File: src/rtl/cs_timing_pkg.sv
package cs_timing_pkg;
  localparam int CS_W = 4;
  localparam int DLY_W = 8;
  localparam int NUM_DLY = 4;
  localparam int CFG_W = 32;
  localparam int CFG_EN = 0;
  localparam int CFG_POL = 1;
  localparam int CFG_PHA = 2;
  localparam int CFG_DEC = 9;
  localparam int CFG_SEL_LSB = 10;

  typedef enum logic [2:0] {
    ST_IDLE, ST_SWITCH, ST_LEAD, ST_ACTIVE, ST_TRAIL, ST_GAP
  } seq_state_e;

  // values are the field index inside the packed delay register
  typedef enum logic [1:0] {
    DLY_LEAD = 2'd0, DLY_TRAIL = 2'd1, DLY_SWITCH = 2'd2, DLY_GAP = 2'd3
  } dly_sel_e;

  typedef struct packed {
    logic     loadCnt;
    dly_sel_e cntSel;
    logic     latchTgt;
    logic     commitPrev;
    logic     csActive;
  } seq_strobe_t;
endpackage

File: src/rtl/cs_timing_dpath.sv
module cs_timing_dpath
  import cs_timing_pkg::*;
#(
  parameter int CsW = CS_W,
  parameter int DlyW = DLY_W
) (
  input  logic                    clk,
  input  logic                    rstN,
  input  seq_strobe_t             strobe,
  input  logic                    decodeMode,
  input  logic [CsW-1:0]          selField,
  input  logic                    polIn,
  input  logic                    phaIn,
  input  logic [NUM_DLY*DlyW-1:0] delayReg,
  output logic                    cntDone,
  output logic                    diffTgt,
  output logic [CsW-1:0]          csN,
  output logic                    sclkPol,
  output logic                    sclkPha
);
  logic [DlyW-1:0] dlyField [NUM_DLY];
  logic [DlyW-1:0] rawDly, loadVal, cntQ;
  logic [CsW-1:0]  directWord, targetWord, curTgt, prevTgt;
  logic            hasPrev, curDecode;

  for (genvar g = 0; g < NUM_DLY; g++) begin : g_field
    assign dlyField[g] = delayReg[g*DlyW +: DlyW];
  end

  // a zero count behaves as one cycle
  assign rawDly  = dlyField[strobe.cntSel];
  assign loadVal = (rawDly == '0) ? '0 : rawDly - 1'b1;

  always_ff @(posedge clk) begin
    if (!rstN) cntQ <= '0;
    else if (strobe.loadCnt) cntQ <= loadVal;
    else if (cntQ != '0) cntQ <= cntQ - 1'b1;
  end
  assign cntDone = (cntQ == '0);

  // direct mode: lowest-numbered zero bit wins
  always_comb begin
    directWord = '1;
    for (int i = CsW - 1; i >= 0; i--) begin
      if (!selField[i]) begin
        directWord    = '1;
        directWord[i] = 1'b0;
      end
    end
  end
  assign targetWord = decodeMode ? selField : directWord;

  always_ff @(posedge clk) begin
    if (!rstN) begin
      curTgt    <= '1;
      curDecode <= 1'b0;
      sclkPol   <= 1'b0;
      sclkPha   <= 1'b0;
    end else if (strobe.latchTgt) begin
      curTgt    <= targetWord;
      curDecode <= decodeMode;
      sclkPol   <= polIn;
      sclkPha   <= phaIn;
    end
  end

  always_ff @(posedge clk) begin
    if (!rstN) begin
      prevTgt <= '1;
      hasPrev <= 1'b0;
    end else if (strobe.commitPrev) begin
      prevTgt <= curTgt;
      hasPrev <= 1'b1;
    end
  end

  assign diffTgt = hasPrev && (targetWord != prevTgt);
  assign csN     = strobe.csActive ? curTgt : '1;

  p_mode_hold_r10: assert property (@(posedge clk) disable iff (!rstN)
    !strobe.latchTgt |=> $stable({sclkPol, sclkPha}));
  p_direct_onehot_r8: assert property (@(posedge clk) disable iff (!rstN)
    !curDecode |-> $onehot0(~csN));
endmodule

File: src/rtl/cs_timing_ctrl.sv
module cs_timing_ctrl
  import cs_timing_pkg::*;
(
  input  logic        clk,
  input  logic        rstN,
  input  logic        startReq,
  input  logic        lastBit,
  input  logic        enable,
  input  logic        cntDone,
  input  logic        diffTgt,
  output seq_strobe_t strobe,
  output logic        sclkEn,
  output logic        idle
);
  seq_state_e stateQ, nextState;
  logic       pendQ, launch, gapEnd;

  assign gapEnd = (stateQ == ST_GAP) && cntDone;

  always_comb begin
    nextState = stateQ;
    strobe    = '0;
    sclkEn    = 1'b0;
    launch    = 1'b0;
    case (stateQ)
      ST_IDLE: launch = startReq && enable;
      ST_SWITCH: if (cntDone) begin
        nextState     = ST_LEAD;
        strobe.loadCnt = 1'b1;
        strobe.cntSel  = DLY_LEAD;
      end
      ST_LEAD: begin
        strobe.csActive = 1'b1;
        if (cntDone) nextState = ST_ACTIVE;
      end
      ST_ACTIVE: begin
        strobe.csActive = 1'b1;
        sclkEn          = 1'b1;
        if (lastBit) begin
          nextState      = ST_TRAIL;
          strobe.loadCnt = 1'b1;
          strobe.cntSel  = DLY_TRAIL;
        end
      end
      ST_TRAIL: begin
        strobe.csActive = 1'b1;
        if (cntDone) begin
          nextState         = ST_GAP;
          strobe.loadCnt    = 1'b1;
          strobe.cntSel     = DLY_GAP;
          strobe.commitPrev = 1'b1;
        end
      end
      ST_GAP: if (cntDone) begin
        if (enable && (pendQ || startReq)) launch = 1'b1;
        else nextState = ST_IDLE;
      end
      default: nextState = ST_IDLE;
    endcase
    if (launch) begin
      strobe.latchTgt = 1'b1;
      strobe.loadCnt  = 1'b1;
      if (diffTgt) begin
        nextState     = ST_SWITCH;
        strobe.cntSel = DLY_SWITCH;
      end else begin
        nextState     = ST_LEAD;
        strobe.cntSel = DLY_LEAD;
      end
    end
  end

  always_ff @(posedge clk) begin
    if (!rstN) stateQ <= ST_IDLE;
    else stateQ <= nextState;
  end

  always_ff @(posedge clk) begin
    if (!rstN) pendQ <= 1'b0;
    else if (gapEnd) pendQ <= 1'b0;
    else if (startReq && stateQ != ST_IDLE) pendQ <= 1'b1;
  end

  assign idle = (stateQ == ST_IDLE);

  p_disabled_start_r2: assert property (@(posedge clk) disable iff (!rstN)
    (idle && startReq && !enable) |=> idle);
  p_trail_entry_r4: assert property (@(posedge clk) disable iff (!rstN)
    (stateQ == ST_ACTIVE && lastBit) |=> (stateQ == ST_TRAIL && !sclkEn));
  p_idle_after_gap_r5: assert property (@(posedge clk) disable iff (!rstN)
    $rose(idle) |-> ($past(stateQ) == ST_GAP));
  p_pending_no_idle_r9: assert property (@(posedge clk) disable iff (!rstN)
    (gapEnd && pendQ && enable) |=> !idle);
  p_last_ignored_r11: assert property (@(posedge clk) disable iff (!rstN)
    (idle && lastBit && !startReq) |=> idle);
endmodule

File: src/rtl/cs_timing_seq.sv
module cs_timing_seq
  import cs_timing_pkg::*;
#(
  parameter int CsW = CS_W,
  parameter int DlyW = DLY_W
) (
  input  logic                    clk,
  input  logic                    rstN,
  input  logic                    startReq,
  input  logic                    lastBit,
  input  logic [CFG_W-1:0]        cfgReg,
  input  logic [NUM_DLY*DlyW-1:0] delayReg,
  output logic                    sclkEn,
  output logic [CsW-1:0]          csN,
  output logic                    sclkPol,
  output logic                    sclkPha,
  output logic                    idle
);
  localparam int SelMsb = CFG_SEL_LSB + CsW - 1;

  seq_strobe_t strobe;
  logic        cntDone, diffTgt;
  logic        unusedCfgBits;

  assign unusedCfgBits = ^{cfgReg[CFG_W-1:SelMsb+1], cfgReg[CFG_DEC-1:CFG_PHA+1]};

  cs_timing_ctrl ctrl_i (
    .clk(clk), .rstN(rstN), .startReq(startReq), .lastBit(lastBit),
    .enable(cfgReg[CFG_EN]), .cntDone(cntDone), .diffTgt(diffTgt),
    .strobe(strobe), .sclkEn(sclkEn), .idle(idle)
  );

  cs_timing_dpath #(.CsW(CsW), .DlyW(DlyW)) dpath_i (
    .clk(clk), .rstN(rstN), .strobe(strobe),
    .decodeMode(cfgReg[CFG_DEC]), .selField(cfgReg[SelMsb:CFG_SEL_LSB]),
    .polIn(cfgReg[CFG_POL]), .phaIn(cfgReg[CFG_PHA]), .delayReg(delayReg),
    .cntDone(cntDone), .diffTgt(diffTgt), .csN(csN),
    .sclkPol(sclkPol), .sclkPha(sclkPha)
  );

  p_idle_quiet_r1: assert property (@(posedge clk) disable iff (!rstN)
    idle |-> (csN == '1 && !sclkEn));
endmodule

File: config.mk
export PLATFORM = sky130hd
export DESIGN_NAME = cs_timing_seq
export DESIGN_NICKNAME = d
export VERILOG_FILES = /design/src/rtl/cs_timing_pkg.sv /design/src/rtl/cs_timing_dpath.sv /design/src/rtl/cs_timing_ctrl.sv /design/src/rtl/cs_timing_seq.sv
export SDC_FILE = /design/constraint.sdc
export NUM_CORES = 1
export LEC_CHECK = 0
export BUFFER_PORTS_ARGS = -buffer_cell sky130_fd_sc_hd__buf_2
export CAP_MARGIN = 30
export CORE_MARGIN = 1.5
export CORE_UTILIZATION = 49
export DETAILED_ROUTE_END_ITERATION = 16
export PLACE_DENSITY = 0.81
export SYNTH_ARGS = -nofsm -noshare
export SYNTH_HDL_FRONTEND = slang
export SYNTH_SLANG_ARGS = --single-unit
File: constraint.sdc
create_clock -name clk -period 4.27 [get_ports clk]
set_clock_uncertainty 0.05 [all_clocks]
set_input_delay 0.2135 -clock clk [delete_from_list [all_inputs] [get_ports clk]]
set_output_delay 0.2135 -clock clk [all_outputs]
set_load 0.02 [all_outputs]
== Yosys cells after proc, flatten, opt, wreduce, memory -nomap -nowiden ==
Cells that the tools add are included.
Cells by class
  mux-type cells: 34
  $add $sub $neg: 2
  reduce and logical (&&, ||, !) cells: 15
  bitwise operators: 2
  magnitude comparators: 1
  equality and inequality tests: 13
Operators by type and width (count)
  $mux 8: 5
  $mux 3: 10
  $mux 4: 7
  $pmux 3 s6: 1
  $bmux 8 s2: 1
  $logic_not 8->1: 2
  $sub 8x1->8 const B: 2
  $ne 3x1->1 const B: 4
  $pmux 3 s3: 1
  $reduce_bool 8->1: 1
  $reduce_and 7->1: 1
  $eq 3x2->1 const B: 2
  $eq 3x3->1 const B: 2
  $mux 1: 6
  $ne 3x2->1 const B: 2
  $logic_and 1x1->1: 5
  $mux 2: 2
  $ne 4x4->1: 1
  $eq 3x1->1 const B: 1
  $ge 3x3->1 const B: 1
  $logic_not 3->1: 1
  $not 2->3: 1
  $reduce_bool 3->1: 1
  $reduce_or 3->1: 1
  other kinds (6): 6
Storage, ports and cells
  register bits: 23
  input port bits: 68
  logic and storage cells: 75

== Depth between registers and ports, before layout ==
  depth in word-level cells: 16
  depth in mapped cells: 17

== Modules after synthesis ==
From an unflattened synthesis, not the netlist that was laid out.
Unflattened totals
  cell total of the unflattened synthesis: 184
  area total of the unflattened synthesis: 1690.4 µm²
Modules (own cells, without submodules)
  cs_timing_dpath: cells an instance 139, instances 1, area an instance 1333.8 µm², sequential area each 380.4 µm²
  cs_timing_ctrl: cells an instance 45, instances 1, area an instance 356.6 µm², sequential area each 80.1 µm²

== Worst setup path after synthesis ==
Ideal clock, no wire load.
  kind: register to register
  start: register dpath_i.cntQ[0]
  end: register dpath_i.cntQ[3]
  period minus slack after synthesis: 3.395 ns
  path buffers: 2
  stages on the path, launching flop included: 13
  slack: 0.875 ns
  library setup time: 0.076 ns
  arrival time: 3.269 ns
  data required time: 4.144 ns
  cell sequence: dfxtp_1 -> inv_1 -> ha_1 -> nor3b_1 -> a31oi_2 -> clkbuf_1 -> buf_1 -> mux2_2 -> ha_1 -> o211ai_1 -> mux2i_1 -> or4_1 -> a31oi_1
On the way
  cells in the longest elaborated chain, start to end: 11
  elaborated cells between the ends (all ways): 19
RTL lines
  start: declaration: line cs_timing_dpath.sv:22  | logic [DlyW-1:0] rawDly, loadVal, cntQ;
  start signal: assignment: line cs_timing_dpath.sv:36  | else if (strobe.loadCnt) cntQ <= loadVal;
  start signal: assignment: line cs_timing_dpath.sv:37  | else if (cntQ != '0) cntQ <= cntQ - 1'b1;
  $logic_not 8->1: line cs_timing_dpath.sv:39  | assign cntDone = (cntQ == '0);
  $mux 3 or $mux 1 (tied branches): line cs_timing_ctrl.sv:47, cs_timing_ctrl.sv:54
  $pmux 3 s3 or $pmux 1 s2 (tied branches): line cs_timing_ctrl.sv:25  | case (stateQ)
  $mux 4: line cs_timing_ctrl.sv:60  | if (launch) begin
  $not 2->3 (implied by the code): line cs_timing_dpath.sv:31  | assign rawDly = dlyField[strobe.cntSel];
  $bmux 8 s2: line cs_timing_dpath.sv:31
  $mux 8 (implied by the code) (2 in series): line cs_timing_dpath.sv:31
  $sub 8x1->8 or $logic_not 8->1 (tied branches): line cs_timing_dpath.sv:32  | assign loadVal = (rawDly == '0) ? '0 : rawDly - 1'b1;
  $mux 8: line cs_timing_dpath.sv:32
  $mux 8: line cs_timing_dpath.sv:36
Parallel ways exist; a longest one is shown, timed or not. The select of a mux whose other input is x is not followed.
A chain may end at the register's enable or synchronous reset.

== Final worst setup path ==
Same ends and word-level chain as after synthesis.

==> flow_summary.ini <==
[yosys]
synthArstFlopShare_pct = 0
synth_area_leaders = dfxtp_1 24%, mux2i_1 8.4%, nor3_1 5.5%
synth_fa_ha_area_share_pct = 2.62
synthesis.nets = 313
syn_inst = 241
synth_top_family_by_area = simple AND/OR/NAND/NOR gates
synthXorXnorAreaFrac_pct = 5.97
synth-simple-area-share_pct = 30.6
synth_cell_type_count = 55
yosys_most_used_dff = dfxtp_1
synth_largest_area_cell = dfxtp_1
synthMuxAreaShare_pct = 12.5
synth_seq_cells = 23
synth_top_area_share_pct = 24.1
seq_area_frac_synth_pct = 24.1
netlist_area_mm2 = 0.00191
synth-edff-count = 0
ys_warn_count = 0
synth.avg_cell_area_um2 = 7.92
synth_compound_area_share_pct = 20.0

[pwr]
powerDensity_mw_per_mm2 = 425
switchingPower_uw = 407
p_int_uw = 556
pwr-share-clk_pct = 14.4
leakage_nw = 0.943
combPwrFrac_pct = 52.3
seqPwrFrac_pct = 33.3
power_uw = 963
vdd_drop_max_mv = 0.279
switching_share_pct = 42.3

[cells_and_area]
drive_gt1_share_pct = 25.3
n_fill_cell = 351
syn2layout_area_growth_pct = 18.6
regArea_um2 = 460
diodes = 0
finalNetCount = 365
multiInputGateArea_mm2 = 0.00137
stdcell_count = 340

[placed_design]
dpl.hpwl_um = 3800
preCtsSetupSlack_ns = 0.607
finalWeightedCongestion = 0.858
io_buffers = 51
place_inst = 336

[timing]
setup_viol_count_final = 0
final_max_slew_viol_count = 0
worst_slew_pin_slew_ns = 0.490
fmax_ghz = 0.272
finalHoldViolCount = 0
worst_slack_ns = 0.598
rsz0062_at_grt = false
hold_slack_ns = 0.126
slew_headroom_pct = 67.4
finalSetupTns_ns = 0
min_period_over_period_pct = 86.0
period_needed_ns = 3.67

[grt]
track_usage_pct = 24.2
antenna_found_initial = 0
grt_overflow_total = 0
grt_max_degree = 27
grt_pass1_wl_um = 8280
grt_pass1_vias = 1888

[route]
via_per_inst = 5.85
drt_wl_total_um = 4740
wire_per_inst_um = 13.9
drt-pass1-iter-count = 4
ant_nets = 0
drt_iter0_markers = 101
num_vias = 1989
drc = 0

[floorplanning]
die_area_mm2 = 0.00428
start_util_pct = 51.7
fp.dieW_um = 65.4
die_h_um = 65.4
num_rows = 22
core-area_mm2 = 0.00369
ioPinCount = 76

[setup_path]
start_kind = flop
critPathCaptureType = flop
worstPathRequired_ns = 4.41
cp_data_arrival_time_ns = 3.81
worstSetupPathType = reg -> reg
cp_max_fo = 7

[clock_network]
clk_latency_ns = 0.27
clock_path_buffers = 2
path_clk_slew_ns = 0.09
postCtsSetupBuffers = 0
cts_root_buf = clkbuf_8
cts_tree = built
cts_made_buffers = 3
holdBufCountCts = 0
cts_htree_levels = 1
clkSinkCount = 23
cts_resized = 0

[worst_hold_path]
hp-class = in -> reg

[run_status]
status = complete, no violations

[run]
maxCapViolCount = 0
[cell usage after synthesis (5+ instances only)]
| cell type | instances |
|---|---|
| mux2i_1 | 16 |
| nor2_1 | 15 |
| or3_1 | 7 |
| o21ai_0 | 10 |
| nor3_1 | 21 |
| a21oi_1 | 13 |
| inv_1 | 8 |
| nand2_1 | 25 |
| o211ai_1 | 6 |
| dfxtp_1 | 23 |
| xnor2_1 | 8 |
| nand3_1 | 8 |
| xor2_1 | 5 |
[power by group through the flow]
stage | Sequential [mW] | Clock, mW | Combinational [mW]
6_report | 0.320 | 0.139 | 0.504
3_3_place_gp | 0.321 | 0 | 0.489
2_1_floorplan | 0.304 | 0 | 0.376
4_1_cts | 0.319 | 0.144 | 0.503
3_5_place_dp | 0.325 | 0 | 0.500
5_1_grt | 0.329 | 0.151 | 0.562
[metrics by stage]
step,area [um^2],util [%]
2_1_floorplan,1910,-
3_3_place_gp,2210,60.0
3_5_place_dp,2210,60.0
4_1_cts,2260,61.4
5_1_grt,2260,61.4
6_report,2260,61.4
[logic make-up (layout without fill, tap and decap cells)]
kind of cell	count (synthesis)	count (layout)
compound gates	56	56
mux	20	20
fa+ha+maj	4	4
buf+inv	18	69
xor+xnor	13	13
flops	23	23
simple gates	107	107
[cell type report]
class | count | share of cell area, %
Multi-Input combinational cell | 200 | 60.4
Sequential cell | 23 | 20.3
Timing Repair Buffer | 56 | 12.9
Tap cell | 48 | 2.65
Clock buffer | 3 | 1.82
Inverter | 9 | 1.49
Clock inverter | 1 | 0.332
[metal layers]
metal	routed length, um	track usage (%)	vias up
met5	0	0	-
met2	2320	41.3	50
met3	193	4.28	9
met1	2170	31.6	932
met4	63	5.73	0
li1	-	-	998
[critical path, cell delays in order (launching register included)]
cell and delay (ns):
dfxtp_1 0.32, inv_1 0.11, ha_1 0.17, nor3b_1 0.21, buf_4 0.17, and4bb_2 0.29
nor2_1 0.09, a211oi_2 0.25, or2_1 0.36, mux4_2 0.36, inv_1 0.08, ha_1 0.21
o211ai_1 0.09, mux2i_1 0.13, or4_1 0.51, a31oi_1 0.18
[placed cells by master, fill, tap and decap left out, drive strengths merged, types with 2 or more instances in the layout]
cell type	instances
nand3	8
o211ai	6
buf	56
clkbuf	3
nor2b	3
nor3	21
a31oi	4
xor2	5
a211oi	4
nand2	25
and3	3
nand3b	4
o21ai	10
a22oi	2
xnor2	8
or2	5
nand2b	2
mux2i	16
nor2	15
o31ai	4
nor4	2
or3	7
nor3b	4
inv	8
o22ai	4
a21oi	13
dfxtp	23
and2	2
mux4	3
ha	4
[sequential cells by signal, summed over array words and instances (netlist names)]
signal / cells
dpath_i.prevTgt: 4
dpath_i.curTgt: 4
dpath_i.sclkPol: 1
dpath_i.cntQ: 8
ctrl_i.stateQ: 3
dpath_i.sclkPha: 1
dpath_i.hasPrev: 1
ctrl_i.pendQ: 1
[worst paths after layout]
check,slack (ns),from,cells after the start,end
worst max-delay path,0.60,dpath_i.cntQ[0],15,dpath_i.cntQ[3]
worst min-delay path,0.13,cfgReg[1],3,dpath_i.sclkPol
worst max register to register,0.60,dpath_i.cntQ[0],15,dpath_i.cntQ[3]
worst min register to register,0.44,dpath_i.prevTgt[0],2,dpath_i.prevTgt[0]
(Power assumes the default switching activity.)
